===== config.mk =====
export PLATFORM = sky130hd
export DESIGN_NAME = sc_tx_top
export DESIGN_NICKNAME = d
export VERILOG_FILES = /design/src/rtl/sc_tx_pkg.sv /design/src/rtl/sc_etu_timer.sv /design/src/rtl/sc_tx_framer.sv /design/src/rtl/sc_tx_status.sv /design/src/rtl/sc_tx_top.sv
export SDC_FILE = /design/constraint.sdc
export NUM_CORES = 1
export LEC_CHECK = 0
export BUFFER_PORTS_ARGS = -buffer_cell sky130_fd_sc_hd__buf_2
export CAP_MARGIN = 20
export CORE_ASPECT_RATIO = 1.4
export CORE_UTILIZATION = 53
export CTS_BUF_LIST = sky130_fd_sc_hd__clkbuf_4
export DETAILED_ROUTE_END_ITERATION = 8
export PLACE_DENSITY_LB_ADDON = 0.08
export SYNTH_ARGS = -nofsm -noshare
export SYNTH_HDL_FRONTEND = slang
export SYNTH_SLANG_ARGS = --single-unit

===== constraint.sdc =====
create_clock -name clk -period 2.1 [get_ports clk]
set_input_delay 0 -clock clk [delete_from_list [all_inputs] [get_ports clk]]
set_output_delay 0 -clock clk [all_outputs]
set_load 0.05 [all_outputs]

===== src/rtl/sc_tx_pkg.sv =====
package sc_tx_pkg;

  localparam int unsigned BYTE_W = 8;
  localparam int unsigned HC_W   = 5;

  // half-etu positions counted from the start edge
  localparam logic [HC_W-1:0] HC_CHAR_DONE  = 5'd20;
  localparam logic [HC_W-1:0] HC_SAMPLE     = 5'd20;
  localparam logic [HC_W-1:0] HC_LAST_NORM  = 5'd24;
  localparam logic [HC_W-1:0] HC_LAST_EARLY = 5'd21;

  typedef enum logic {
    TX_IDLE = 1'b0,
    TX_BUSY = 1'b1
  } tx_state_e;

  function automatic logic char_parity(input logic [BYTE_W-1:0] d, input logic odd);
    return (^d) ^ odd;
  endfunction

endpackage


===== src/rtl/sc_etu_timer.sv =====
module sc_etu_timer #(
  parameter int unsigned ETU_CLKS = 372,
  parameter int unsigned PSEL_W   = 2
) (
  input  logic              clk,
  input  logic              rst_n,
  input  logic              run,
  input  logic              restart,
  input  logic [PSEL_W-1:0] psel,
  output logic              half_tick
);

  localparam int unsigned HALF_BASE = ETU_CLKS / 2;
  localparam int unsigned MAX_HALF  = HALF_BASE << ((1 << PSEL_W) - 1);
  localparam int unsigned CW        = $clog2(MAX_HALF + 1);

  logic [CW-1:0] cnt_q, cnt_d, limit;
  logic          cnt_en;

  always_comb begin
    limit     = CW'(HALF_BASE) << psel;
    half_tick = run && (cnt_q == limit - CW'(1));
    cnt_en    = run || restart;
    cnt_d     = (restart || half_tick) ? '0 : cnt_q + CW'(1);
  end

  always_ff @(posedge clk or negedge rst_n) begin
    if (!rst_n)      cnt_q <= '0;
    else if (cnt_en) cnt_q <= cnt_d;
  end

endmodule


===== src/rtl/sc_tx_framer.sv =====
module sc_tx_framer
  import sc_tx_pkg::*;
(
  input  logic              clk,
  input  logic              rst_n,
  input  logic              tx_en,
  input  logic              early_end,
  input  logic              par_odd,
  input  logic              pending,
  input  logic [BYTE_W-1:0] hold_data,
  input  logic              half_tick,
  input  logic              line_i,
  output logic              run,
  output logic              restart,
  output logic              line_o,
  output logic              line_oe,
  output logic              load_evt,
  output logic              err_evt,
  output logic              done_evt
);

  tx_state_e         st_q, st_d;
  logic [HC_W-1:0]   hc_q, hc_d, hc_last;
  logic [BYTE_W-1:0] chr_q;
  logic              hit_q, hit_d;
  logic              busy, frame_end, resend;
  logic [3:0]        bit_idx;
  logic              bit_val;

  always_comb begin
    busy      = (st_q == TX_BUSY);
    hc_last   = early_end ? HC_LAST_EARLY : HC_LAST_NORM;
    frame_end = busy && half_tick && (hc_q == hc_last);
    err_evt   = busy && tx_en && half_tick && (hc_q == HC_SAMPLE) && !line_i;
    done_evt  = frame_end && tx_en && !hit_q;
    resend    = frame_end && tx_en && hit_q;
    load_evt  = tx_en && pending && ((st_q == TX_IDLE) || done_evt);
    restart   = load_evt || resend;
    run       = busy;

    st_d  = st_q;
    hc_d  = hc_q;
    hit_d = hit_q;
    if (!tx_en) begin
      st_d  = TX_IDLE;
      hc_d  = '0;
      hit_d = 1'b0;
    end else if (restart) begin
      st_d  = TX_BUSY;
      hc_d  = '0;
      hit_d = 1'b0;
    end else if (frame_end) begin
      st_d = TX_IDLE;
    end else if (busy && half_tick) begin
      hc_d = hc_q + HC_W'(1);
      if (err_evt) hit_d = 1'b1;
    end

    bit_idx = hc_q[4:1];
    if (bit_idx == 4'd0)      bit_val = 1'b0;
    else if (bit_idx == 4'd9) bit_val = char_parity(chr_q, par_odd);
    else                      bit_val = chr_q[3'(bit_idx - 4'd1)];
    line_oe = busy && (hc_q < HC_CHAR_DONE);
    line_o  = line_oe ? bit_val : 1'b1;
  end

  always_ff @(posedge clk or negedge rst_n) begin
    if (!rst_n) begin
      st_q  <= TX_IDLE;
      hc_q  <= '0;
      hit_q <= 1'b0;
    end else begin
      st_q  <= st_d;
      hc_q  <= hc_d;
      hit_q <= hit_d;
    end
  end

  always_ff @(posedge clk or negedge rst_n) begin
    if (!rst_n)        chr_q <= '0;
    else if (load_evt) chr_q <= hold_data;
  end

endmodule


===== src/rtl/sc_tx_status.sv =====
module sc_tx_status
  import sc_tx_pkg::*;
(
  input  logic              clk,
  input  logic              rst_n,
  input  logic              tx_en,
  input  logic              cpu_wr,
  input  logic [BYTE_W-1:0] cpu_data,
  input  logic              dma_wr,
  input  logic [BYTE_W-1:0] dma_data,
  input  logic              st_rd,
  input  logic              st_wr,
  input  logic [1:0]        st_wdata,
  input  logic              load_evt,
  input  logic              err_evt,
  input  logic              done_evt,
  output logic [BYTE_W-1:0] hold_data,
  output logic              empty,
  output logic              err,
  output logic              tend
);

  logic [BYTE_W-1:0] hold_q, hold_d;
  logic              hold_en;
  logic              empty_q, empty_d, armed_q, armed_d;
  logic              err_q, err_d, tend_q, tend_d;
  logic              clr_empty;

  always_comb begin
    hold_en   = cpu_wr || dma_wr;
    hold_d    = dma_wr ? dma_data : cpu_data;
    clr_empty = st_wr && !st_wdata[0] && armed_q && empty_q;

    if (dma_wr)         empty_d = 1'b0;
    else if (load_evt)  empty_d = 1'b1;
    else if (clr_empty) empty_d = 1'b0;
    else                empty_d = empty_q;

    armed_d = empty_d && (armed_q || (st_rd && empty_q)) && !load_evt;

    if (err_evt)                      err_d = 1'b1;
    else if (st_wr && !st_wdata[1])   err_d = 1'b0;
    else                              err_d = err_q;

    if (!tx_en && !err_q)                    tend_d = 1'b1;
    else if (dma_wr || clr_empty)            tend_d = 1'b0;
    else if (done_evt && empty_q && !err_q)  tend_d = 1'b1;
    else                                     tend_d = tend_q;
  end

  always_ff @(posedge clk or negedge rst_n) begin
    if (!rst_n)       hold_q <= '0;
    else if (hold_en) hold_q <= hold_d;
  end

  always_ff @(posedge clk or negedge rst_n) begin
    if (!rst_n) begin
      empty_q <= 1'b1;
      armed_q <= 1'b0;
      err_q   <= 1'b0;
      tend_q  <= 1'b1;
    end else begin
      empty_q <= empty_d;
      armed_q <= armed_d;
      err_q   <= err_d;
      tend_q  <= tend_d;
    end
  end

  assign hold_data = hold_q;
  assign empty     = empty_q;
  assign err       = err_q;
  assign tend      = tend_q;

endmodule


===== src/rtl/sc_tx_top.sv =====
module sc_tx_top
  import sc_tx_pkg::*;
#(
  parameter int unsigned ETU_CLKS = 372,
  parameter int unsigned PSEL_W   = 2
) (
  input  logic              clk,
  input  logic              rst_n,
  input  logic              tx_en,
  input  logic              early_end,
  input  logic              par_odd,
  input  logic [PSEL_W-1:0] psel,
  input  logic              cpu_wr,
  input  logic [7:0]        cpu_data,
  input  logic              dma_wr,
  input  logic [7:0]        dma_data,
  input  logic              st_rd,
  input  logic              st_wr,
  input  logic [1:0]        st_wdata,
  input  logic              line_i,
  output logic              line_o,
  output logic              line_oe,
  output logic              txe_req,
  output logic              flag_empty,
  output logic              flag_err,
  output logic              flag_tend
);

  logic              run, restart, half_tick;
  logic              load_evt, err_evt, done_evt;
  logic [BYTE_W-1:0] hold_data;

  sc_etu_timer #(.ETU_CLKS(ETU_CLKS), .PSEL_W(PSEL_W)) u_timer (
    .clk(clk), .rst_n(rst_n), .run(run), .restart(restart),
    .psel(psel), .half_tick(half_tick)
  );

  sc_tx_framer u_framer (
    .clk(clk), .rst_n(rst_n), .tx_en(tx_en), .early_end(early_end),
    .par_odd(par_odd), .pending(!flag_empty), .hold_data(hold_data),
    .half_tick(half_tick), .line_i(line_i), .run(run), .restart(restart),
    .line_o(line_o), .line_oe(line_oe), .load_evt(load_evt),
    .err_evt(err_evt), .done_evt(done_evt)
  );

  sc_tx_status u_status (
    .clk(clk), .rst_n(rst_n), .tx_en(tx_en), .cpu_wr(cpu_wr),
    .cpu_data(cpu_data), .dma_wr(dma_wr), .dma_data(dma_data),
    .st_rd(st_rd), .st_wr(st_wr), .st_wdata(st_wdata),
    .load_evt(load_evt), .err_evt(err_evt), .done_evt(done_evt),
    .hold_data(hold_data), .empty(flag_empty), .err(flag_err),
    .tend(flag_tend)
  );

  assign txe_req = tx_en && flag_empty;

endmodule


* Yosys cells after proc, flatten, opt, wreduce, memory -nomap -nowiden
Index checks and enable logic that the tools add are counted.
W data, S select, Z words.
** Word-level totals
- Flip-flop bits (word level) :: 38
- Input port bits :: 30
- Output and inout port bits :: 6
- Logic and storage cells :: 100
** Operators by class
- Add/subtract/negate cells :: 4
- $lt $le $gt $ge :: 2
- Eq/ne operators :: 8
- Shift-type cells :: 1
- Multiplexer cells :: 28
- Bitwise gates (word level) :: 2
- Reduce and logical (&&, ||, !) cells :: 45
** Operators by type and width (count)
- $logic_and A1 B1 Y1 :: 24
- $mux W1 :: 20
- $mux W5 :: 4
- $add A11 B1 Y11 const B :: 1
- $eq A11 B11 Y1 :: 1
- $mux W11 :: 1
- $shl A8 B2 Y11 const A :: 1
- $sub A11 B1 Y11 const B :: 1
- $ne A3 B1 Y1 const B :: 3
- $logic_not A1 Y1 :: 8
- $mux W8 :: 1
- $reduce_xor A8 Y1 :: 1
- $logic_or A1 B1 Y1 :: 7
- $add A5 B1 Y5 const B :: 1
- $eq A5 B5 Y1 :: 1
- $eq A5 B5 Y1 const B :: 1
- $lt A5 B5 Y1 const B :: 1
- $eq A4 B4 Y1 const B :: 1
- $logic_not A4 Y1 :: 1
- $lt A3 B4 Y1 const B :: 1
- $mux W4 :: 1
- $bmux W1 S3 :: 1
- $ne A3 B3 Y1 const B :: 1
- $reduce_and A3 Y1 :: 1
- other kinds (6) :: 6

* Logic depth before layout (Yosys ltp)
Gate-level depths: netlist of run 1.
- Word-level depth :: 14
- Mapped depth :: 8
- Depth with buffers taken out :: 7

* By module
A second synthesis of run 1 with hierarchy kept.
** Unflattened totals
- Cell total of the unflattened synthesis :: 230
- Area, all modules :: 2403.6 µm²
** Modules (own cells, without submodules)
- sc_tx_framer :: instances 1, cells an instance 99, area each 1054.8 µm², seq. area each 375.4 µm²
- sc_etu_timer :: instances 1, cells an instance 77, area each 739.5 µm², seq. area each 275.3 µm²
- sc_tx_status :: instances 1, cells an instance 52, area each 599.3 µm², seq. area each 302.8 µm²
- sc_tx_top :: instances 1, cells an instance 2, area each 10.0 µm², seq. area each 0.0 µm²

* Worst setup path after synthesis of run 1
No wires, ideal clock.
- Path type :: register -> output
- Start :: register u_framer.hc_q[1]
- End :: output port line_o
- Data arrival time :: 1965 ps
- Required time :: 2100 ps
- Slack :: 135 ps
- Stages on the path, launching flop included :: 8
- Path buffers :: 0
- Path through :: dfrtp_1 > inv_1 > ha_1 > mux4_2 > nand2b_1 > a21oi_1 > o31ai_1 > o211ai_1
** On the way
- Word-level cells in the longest chain between the ends :: 6
- Elaborated cells between the ends (all ways) :: 10
- Classes of those cells :: add/sub: 1; order compare: 1; eq/ne: 1; mux: 5; reduce/logical: 2
** RTL lines
- from (decl) :: RTL line sc_tx_framer.sv:23 : logic [HC_W-1:0] hc_q, hc_d, hc_last;
- from (signal assigned) :: RTL line sc_tx_framer.sv:70 : hc_q <= '0;
- from (signal assigned) :: RTL line sc_tx_framer.sv:74 : hc_q <= hc_d;
- $sub A3 B1 Y3 :: RTL line sc_tx_framer.sv:62 : else bit_val = chr_q[3'(bit_idx - 4'd1)];
- $bmux W1 S3 :: RTL line sc_tx_framer.sv:62
- $mux W1 (not written as such) :: RTL line sc_tx_framer.sv:62
- $mux W1 :: RTL line sc_tx_framer.sv:61 : else if (bit_idx == 4'd9) bit_val = char_parity(chr_q, par_odd);
- $mux W1 :: RTL line sc_tx_framer.sv:60 : if (bit_idx == 4'd0) bit_val = 1'b0;
- $mux W1 (*) :: RTL line sc_tx_framer.sv:64 : line_o = line_oe ? bit_val : 1'b1;
- to (decl) :: RTL line sc_tx_top.sv:21 : output logic line_o,
Every way passes the cells marked *; elsewhere a longest branch is shown, timed or not. The select of a mux whose other input is x is not followed.

* Final worst setup path of run 1
Ends and elaborated chain as after synthesis.

==> flow_summary.ini, run 1 <==
[status]
status = finished, violations left
failed_checks = setup timing

[synth]
synth.top_cells.by_area = dfrtp_1 38%, xnor2_1 6.6%, ha_1 5.8%, o21ai_0 5.5%, mux2i_1 4.6%
ys_ff_latch = 38
synth_flop_cell = dfrtp_1
syn-num-nets = 292
synth_top_area_share_pct = 37.78
syn_area_sq_um = 2385
yosys.cell_types.count = 47
avgSynthCellArea_sq_um = 9.501
yosysTopAreaCell = dfrtp_1
yosysWarningCount = 0
synth_edf_count = 0
synth_cells = 251
ys_async_sr_fraction_pct = 100.0
yosysSeqAreaShare_pct = 39.98

[route]
final_antenna_net_count = 0
drtIter0Drc = 79
drt_wl_total_um = 5564
drcViolationCount = 0
wl_per_cell_um = 14.45
firstDrtPassIters = 4
vias_per_cell = 5.442
vias = 2095

[finish]
fin_nets = 365
diodes = 0
utilization_pct = 73.27
mostFrequentLayoutCell = dfrtp_1
num-fill-cells = 350
mostFrequentLayoutCells = 35 x dfrtp_1, 34 x buf_2, 26 x o21ai_0, 23 x dlygate4sd3_1
drive_above_1_share_pct = 25.23
fin_cells = 385
fin_area_sq_um = 3132
area_delta_synth_final_pct = 31.32

[placed_design]
dp.cells = 344
dp_hpwl_um = 3737
gp_congestion = 0.8696
port_buffers = 35
pre_cts_ws_ns = -0.01308
place_area_sq_um = 2664

[timing]
min_period_ns = 2.110
finalCritPeriodShare_pct = 100.5
fin_tns_setup_ns = -0.01039
tightest_slew_ns = 0.8419
setup_viol = 1
grt_setup_unrepaired = yes
skew_ns = 0.002405
fin_ws_ns = -0.01039
timing.hold.ws_ns = 0.1019
slew_headroom_pct = 43.87
drv_slew = 0
fmax_mhz = 473.8
hold_violations = 0

[global_route]
grt-ovfl-total = 0
antenna_found_initial = 0
grt_max_degree = 39
first_global_vias = 2056
use_met1_pct = 29.97
grt.total_usage_pct = 25.71
grt_pass1_wl_um = 9183
busiest_layer = met2
gr-usage-met2_pct = 46.44
global_route.usage.met3_pct = 4.618

[power_and_ir_drop]
p_switching_mw = 0.5619
p_total_mw = 1.996
irDropWorstVdd_v = 0.0008362
power_leakage_nw = 1.417
p_comb_share_pct = 25.5
seqPwrFrac_pct = 43.7
swShare_pct = 28.16
power_density_nw_per_um2 = 637.3
clock_power_share_pct = 30.8
p_int_mw = 1.434

[clocking]
cts_buffer_depth = 2
cts_root_buf = clkbuf_4
clkLatencyLatePin_ns = 0.35
numCtsBuffers = 5
clock_sinks = 38
clk_pin_slew_worst_paths_ns = 0.12
cts_tree = yes
htree_levels = 2

[run]
drv_cap = 0

[floorplan]
initial_core_util_pct = 55.80
rows = 28
die_w_um = 58.69
dieArea_sq_um = 4776
io_pins = 36
core_area_sq_um = 4274
die_h_um = 81.37

[setup_path]
path_class = reg2out
path_max_fanout = 3
cp_cell_sequence = buf_6 > mux4_2 > nand2b_1 > nor2_1 > o31ai_1 > o211ai_1 > buf_4
crit_arrival_ns = 2.11
slowest_delay_ns = 0.50
critPathBufInv = 2
critical_path.top_delay_family = multiplexers
worstPathRequired_ns = 2.10
critPathSlowestCell = mux4_2
endpoint_kind = primary output
crit_path_start_kind = register

[hold_path]
min_path_type = in2reg
## what timing repair did
item	in CTS	in global routing
pin swaps	1	5
setup endpoints to repair	1	15
hold buffers	23	0
setup buffers	3	7
gates resized for setup	5	8
endpoints found under the hold margin	48	0
## power groups by stage
stage	clock [mW]	combinational, mW	sequential [mW]
final	0.615	0.508	0.873
after global routing	0.650	0.562	0.885
after CTS	0.626	0.474	0.873
after detailed placement	0	0.431	0.888
after global placement	0	0.422	0.885
after floorplan	0	0.304	0.882
## synthesized netlist by cell type, drive strengths merged, types with 3 or more instances
| library cell | instances |
|---|---|
| ha | 11 |
| mux2i | 11 |
| xnor2 | 18 |
| inv | 18 |
| nor2 | 17 |
| a21oi | 3 |
| xor2 | 5 |
| nor2b | 7 |
| and2 | 4 |
| nor3 | 4 |
| nand2 | 19 |
| nand2b | 4 |
| nand3 | 8 |
| clkbuf | 11 |
| dfrtp | 36 |
| o211ai | 3 |
| o21a | 3 |
| o32ai | 8 |
| o21ai | 27 |
## flip-flops by register name, summed over array words and instances (netlist names), 5 cells and up
signal and flops:
u_framer.hc_q 5, u_status.hold_data 8, u_framer.chr_q 8, u_timer.cnt_q 11
## routing by layer
metal	wire, um	up-vias	part of all wire, %
met2	3037	45	55
met5	0	-	0
met4	83	0	1.5
li1	-	1026	-
met1	2298	1015	41
met3	143	9	2.6
## worst reg2reg max path, stage by stage (launching register included)
cell and delay, ns:
dfrtp_1 0.43, xnor2_1 0.19, mux2i_1 0.11, or4_4 0.56, or4b_1 0.51, a31oi_1 0.18
## kinds of logic after synthesis
kind of cell | count (synthesis) | share of synthesized area (%)
compound gates | 58 | 16.53
xor+xnor | 23 | 8.447
fa+ha+maj | 11 | 5.771
buf+inv | 30 | 4.774
flops | 38 | 39.98
mux | 15 | 7.450
simple gates | 76 | 17.05
## layout make-up
type                       instances  area (sq um)  area share (%)
tap                               60         75.07           2.397
inverter                          18         67.56           2.157
sequential                        38         954.7           30.48
clock inverter                     3         63.81           2.038
clock buffer                       5         37.54           1.199
multi-input combinational        183          1368           43.67
timing repair buffer              78         565.5           18.06
## worst paths after layout
| kind | start | to | slack (ns) | cells after the start |
|---|---|---|---|---|
| worst max-delay path | u_framer.hc_q[1] | line_o | -0.01 | 7 |
| worst min-delay path | st_wdata[0] | u_status.tend | 0.10 | 4 |
| worst max register to register | u_timer.cnt_q[4] | u_framer.hc_q[3] | 0.06 | 5 |
| worst min register to register | u_status.err | u_status.tend | 0.50 | 1 |
| max in group asynchronous | rst_n | u_timer.cnt_q[5] | 1.24 | 2 |
| min in group asynchronous | rst_n | u_framer.chr_q[6] | 0.29 | 2 |
No activity file was read; power rests on OpenSTA's default activity.
==> inputs of run 2 (changes only) <==
MAX_ROUTING_LAYER = met4   (was unset)
==> run 2 against run 1 <==
Against the previous run: the flow still finishes with violations (setup timing); clock power is 3% higher; count of clock-buffer cells in the layout unchanged; critical path depth rose by 1; clock skew is 0.0091 ns higher; register-to-register slack is essentially flat; sequential cell count is the same; combinational power fell by 2%; hold slack worse by 0.016 ns; first-iteration DRC count up 20%; global-route usage up 0.072 points; cell count grew 0.52%.
==> flow_summary.ini, run 2 (same netlist as run 1, synthesis figures left out) <==
[status]
status = finished, violations left
failed_checks = setup timing

[finish]
num-fill-cells = 349
multi_input_area_sq_um = 1379
drive_above_1_share_pct = 26.91
mostFrequentLayoutCell = dfrtp_1
largest_register_ffs = 11
utilization_pct = 73.98
fin_nets = 367
mostFrequentLayoutCells = 36 x dfrtp_1, 34 x buf_2, 26 x o21ai_0, 23 x dlygate4sd3_1, 21 x buf_4
regArea_sq_um = 953.4
diodes = 0
area_delta_synth_final_pct = 32.58
largest_register = u_timer.cnt_q

[timing]
slew_headroom_pct = 43.39
fmax_mhz = 475.5
fin_ws_ns = -0.003185
finalCritPeriodShare_pct = 100.2
drv_slew = 0
tightest_slew_ns = 0.8492
grt_setup_unrepaired = yes
min_period_ns = 2.103
skew_ns = 0.01148
setup_viol = 1
hold_violations = 0
fin_tns_setup_ns = -0.003185

[global_route]
grt.total_usage_pct = 25.78
grt-ovfl-total = 0
grt_pass1_wl_um = 8997
first_global_vias = 2077
grt_max_degree = 39
antenna_found_initial = 0

[setup_path]
path_max_fanout = 2
crit_arrival_ns = 2.10
path_class = reg2out
crit_path_start_kind = register
cp_cell_sequence = inv_2 > ha_4 > mux4_2 > nand2b_1 > nor2_1 > o31ai_1 > o211ai_1 > buf_4
critPathSlowestCell = dfrtp_1
critPathBufInv = 2
critical_path.top_delay_family = flip-flops
worstPathRequired_ns = 2.10
endpoint_kind = primary output
slowest_delay_ns = 0.41

[floorplan]
rows = 28
io_pins = 36
die_h_um = 81.37
die_w_um = 58.69
dieArea_sq_um = 4776
initial_core_util_pct = 55.80
core_area_sq_um = 4274

[placed_design]
dp_hpwl_um = 3727
port_buffers = 35
gp_congestion = 0.8538

[clocking]
cts_tree = yes
htree_levels = 2
numCtsBuffers = 5
clock_sinks = 38
cts_buffer_depth = 2
clk_pin_slew_worst_paths_ns = 0.13
clkLatencyLatePin_ns = 0.35
cts_root_buf = clkbuf_4

[route]
vias_per_cell = 5.364
vias = 2076
drt_wl_total_um = 5584
drtIter0Drc = 95
wl_per_cell_um = 14.43
final_antenna_net_count = 0
drcViolationCount = 0
firstDrtPassIters = 4

[power_and_ir_drop]
power_density_nw_per_um2 = 635.0
power_leakage_nw = 1.430
irDropWorstVdd_v = 0.0004468
p_total_mw = 2.008

[run]
drv_cap = 0

[hold_path]
min_path_type = in2reg
==> run 2: per-layer routing <==
metal | track usage, % | wire length (um)
met5 | - | 0
met4 | 10.24 | 74
met3 | 4.618 | 141
met2 | 46.21 | 3025
met1 | 27.87 | 2342
==> run 2: area by class of cell <==
| class | instances | share of cell area, % |
|---|---|---|
| multi-input cells | 183 | 43.61 |
| well taps | 60 | 2.374 |
| clock inverters | 3 | 2.176 |
| repair buffers | 80 | 18.36 |
| inverters | 18 | 2.137 |
| flip-flops and latches | 38 | 30.15 |
| clock buffers | 5 | 1.187 |
==> run 2: per-stage QoR <==
stage / hold slack, ns / setup WS, ns / cell area (sq um) / std cells
floorplan: -0.2956 / 0.1346 / 2385 / 251
global placement: 0.1590 / 0.1106 / 2671 / 345
detailed placement: 0.1540 / 0.03694 / 2671 / 345
CTS: 0.05508 / 0.002578 / 3049 / 379
global route: 0.09781 / -0.1324 / 3162 / 387
finish: 0.08546 / -0.003185 / 3162 / 387
==> run 2: report_power, final <==
group	switching, mW	internal [mW]	total (mW)
Clock	0.259	0.372	0.631
Combinational	0.238	0.259	0.497
Sequential	0.0739	0.806	0.879
==> run 2: path summary, 6_finish.rpt <==
check | start | end | slack [ns] | cells after the start
min | st_wdata[0] | u_status.tend | 0.09 | 4
min reg2reg | u_status.err | u_status.tend | 0.51 | 1
max in group asynchronous | rst_n | u_timer.cnt_q[8] | 1.28 | 2
min in group asynchronous | rst_n | u_framer.chr_q[6] | 0.28 | 2
max | u_framer.hc_q[1] | line_o | -0.003 | 8
max reg2reg | u_timer.cnt_q[1] | u_status.empty | 0.07 | 6
==> run 2: tightest hold or removal path, stage by stage <==
cell	delay, ns
buf_2	0.08
o31ai_1	0.10
o22a_1	0.18
o41ai_2	0.05
==> run 2: repair_timing <==
| item | 4_1_cts | 5_1_grt |
|---|---|---|
| buffers inserted | 3 | 8 |
| hold buffers | 23 | 0 |
| resized for setup | 5 | 10 |
| setup endpoints to repair | 1 | 12 |
| pin swaps | 1 | 9 |
| hold endpoints to repair | 48 | 0 |
==> inputs of run 3 (changes only) <==
CAP_MARGIN = unset   (was 20)
CORE_UTILIZATION = 57   (was 53)
clock period = 2.2 ns   (was 2.1 ns; I/O delays follow)
==> run 3 against run 2 <==
Against the previous run: the flow finishes with violations (DRC); die area decreased by 6.8%; cell area decreased by 6.6%; count of clock-buffer cells in the layout increased by 1; wire length decreased by 1.4%; critical path type unchanged.
==> flow_summary.ini, run 3 (same netlist as run 1, synthesis figures left out) <==
[status]
status = finished, violations left
failed_checks = DRC

[setup_path]
critPathBufInv = 2
rr_worst_depth = 5
endpoint_kind = primary output
rr_endpoint = u_framer.hc_q[3]
path_common_cell = buf_4
crit_start = u_framer.hc_q[1]
slowest_delay_ns = 0.51
path_class = reg2out
path_max_fanout = 5
critPathSlowestCell = mux4_2
crit_arrival_ns = 2.14
critical_path.top_delay_family = multiplexers
reg2reg_from = u_timer.cnt_q[2]
crit_path_end = line_o
rrSetupSlack_ns = 0.06
crit_path_start_kind = register
worstPathRequired_ns = 2.20
crit_cells = 7
cp_cell_sequence = buf_4 > mux4_2 > nand2b_1 > nor2_1 > o31ai_1 > o211ai_1 > buf_4

[floorplan]
rows = 27
io_pins = 36
die_h_um = 78.53
dieArea_sq_um = 4450
core_area_sq_um = 3986
initial_core_util_pct = 59.82
die_w_um = 56.67

[global_route]
use_met1_pct = 29.13
busiest_layer = met2
grt_max_degree = 39
grt_pass1_wl_um = 9087
gr-usage-met2_pct = 49.88
grt-ovfl-total = 0
grt.total_usage_pct = 27.54
antenna_found_initial = 0
global_route.usage.met3_pct = 4.942
first_global_vias = 2123

[finish]
mostFrequentLayoutCells = 35 x dfrtp_1, 34 x buf_2, 26 x o21ai_0, 21 x dlygate4sd3_1, 19 x nand2_1
mostFrequentLayoutCell = dfrtp_1
largest_register_ffs = 11
fin_nets = 354
utilization_pct = 74.11
regArea_sq_um = 954.7
multi_input_area_sq_um = 1349
num-fill-cells = 319
area_delta_synth_final_pct = 23.87
largest_register = u_timer.cnt_q
drive_above_1_share_pct = 21.97
diodes = 0
fin_area_sq_um = 2954

[timing]
skew_ns = 0.01076
fmax_mhz = 466.4
finalCritPeriodShare_pct = 97.46
hold_violations = 0
fin_ws_ns = 0.05584
setup_viol = 0
tightest_slew_ns = 0.8575
slew_headroom_pct = 42.83
min_period_ns = 2.144
drv_slew = 0
fin_tns_setup_ns = 0

[clocking]
clock_sinks = 38
numCtsBuffers = 5
cts_root_buf = clkbuf_4
cts_tree = yes
clk_pin_slew_worst_paths_ns = 0.10
cts_buffer_depth = 2
clkLatencyLatePin_ns = 0.34
htree_levels = 2

[placed_design]
place_area_sq_um = 2640
port_buffers = 35
dp_hpwl_um = 3634
pre_cts_ws_ns = 0.05490
gp_congestion = 0.9140

[route]
drtIter0Drc = 111
drt_wl_total_um = 5508
vias_per_cell = 5.768
drcViolationCount = 8
vias = 2059
final_antenna_net_count = 0
wl_per_cell_um = 15.43
firstDrtPassIters = 6

[power_and_ir_drop]
clock_power_share_pct = 21.8
p_switching_mw = 0.5098
p_comb_share_pct = 27.3
irDropWorstVdd_v = 0.0003967
power_density_nw_per_um2 = 553.7
swShare_pct = 31.17
p_total_mw = 1.636
seqPwrFrac_pct = 50.9
p_int_mw = 1.126
power_leakage_nw = 1.332

[run]
drv_cap = 0

[hold_path]
min_path_type = in2reg
min_path_cells = 4
## run 3: cell types whose count changed in the layout (fill, tap and decap cells not counted), moves of 2 or more
cell	delta
buf_6	-2
o31a_1	+2
buf_4	-11
dlygate4sd3_1	-2
bufinv_16	-2
## run 3: how the worst min path moves through the flow
stage	from	endpoint
after global routing	line_i	u_status.err
final	line_i	u_status.err
after global placement	rst_n	u_framer.chr_q[6]
after detailed placement	rst_n	u_framer.chr_q[5]
after floorplan	rst_n	u_framer.chr_q[0]
after CTS	dma_wr	u_status.empty
## run 3: power groups by stage
stage	registers, mW	logic [mW]	clock network, mW
6_report	0.833	0.447	0.356
3_3_place_gp	0.844	0.399	0
2_1_floorplan	0.842	0.290	0
3_5_place_dp	0.846	0.403	0
4_1_cts	0.832	0.444	0.364
5_1_grt	0.844	0.494	0.388
## run 3: what timing repair did
action,4_1_cts,5_1_grt
gates cloned,0,1
hold buffers,21,0
resized for setup,3,4
buffers inserted,1,1
setup endpoints to repair,1,9
pin swaps,0,3
hold endpoints to repair,47,0
## run 3: cell type report
cell class	count	area share, %
Clock buffer	6	1.525
Sequential cell	38	32.32
Clock inverter	2	0.2965
Multi-Input combinational cell	184	45.66
Inverter	18	2.287
Timing Repair Buffer	66	16.09
Tap cell	43	1.821
## run 3: through the flow
step           std cells  hold WS, ns
3_3_place_gp         325       0.1482
5_1_grt              357      0.02243
3_5_place_dp         325       0.1520
2_1_floorplan        251      -0.2956
6_report             357      0.01837
4_1_cts              355     0.008266
## run 3: layer usage
metal | vias up | part of all wire, % | routed length [um]
met2 | 38 | 55 | 3007
met5 | - | 0 | 0
met4 | 0 | 1.9 | 104
met3 | 11 | 2.4 | 131
met1 | 997 | 41 | 2265
li1 | 1013 | - | -
## run 3: tightest hold or removal path: cells and delay by family
| kind | cells | cell delay [ns] |
|---|---|---|
| compound gates | 1 | 0.09 |
| buf+inv | 1 | 0.07 |
| simple gates | 2 | 0.15 |
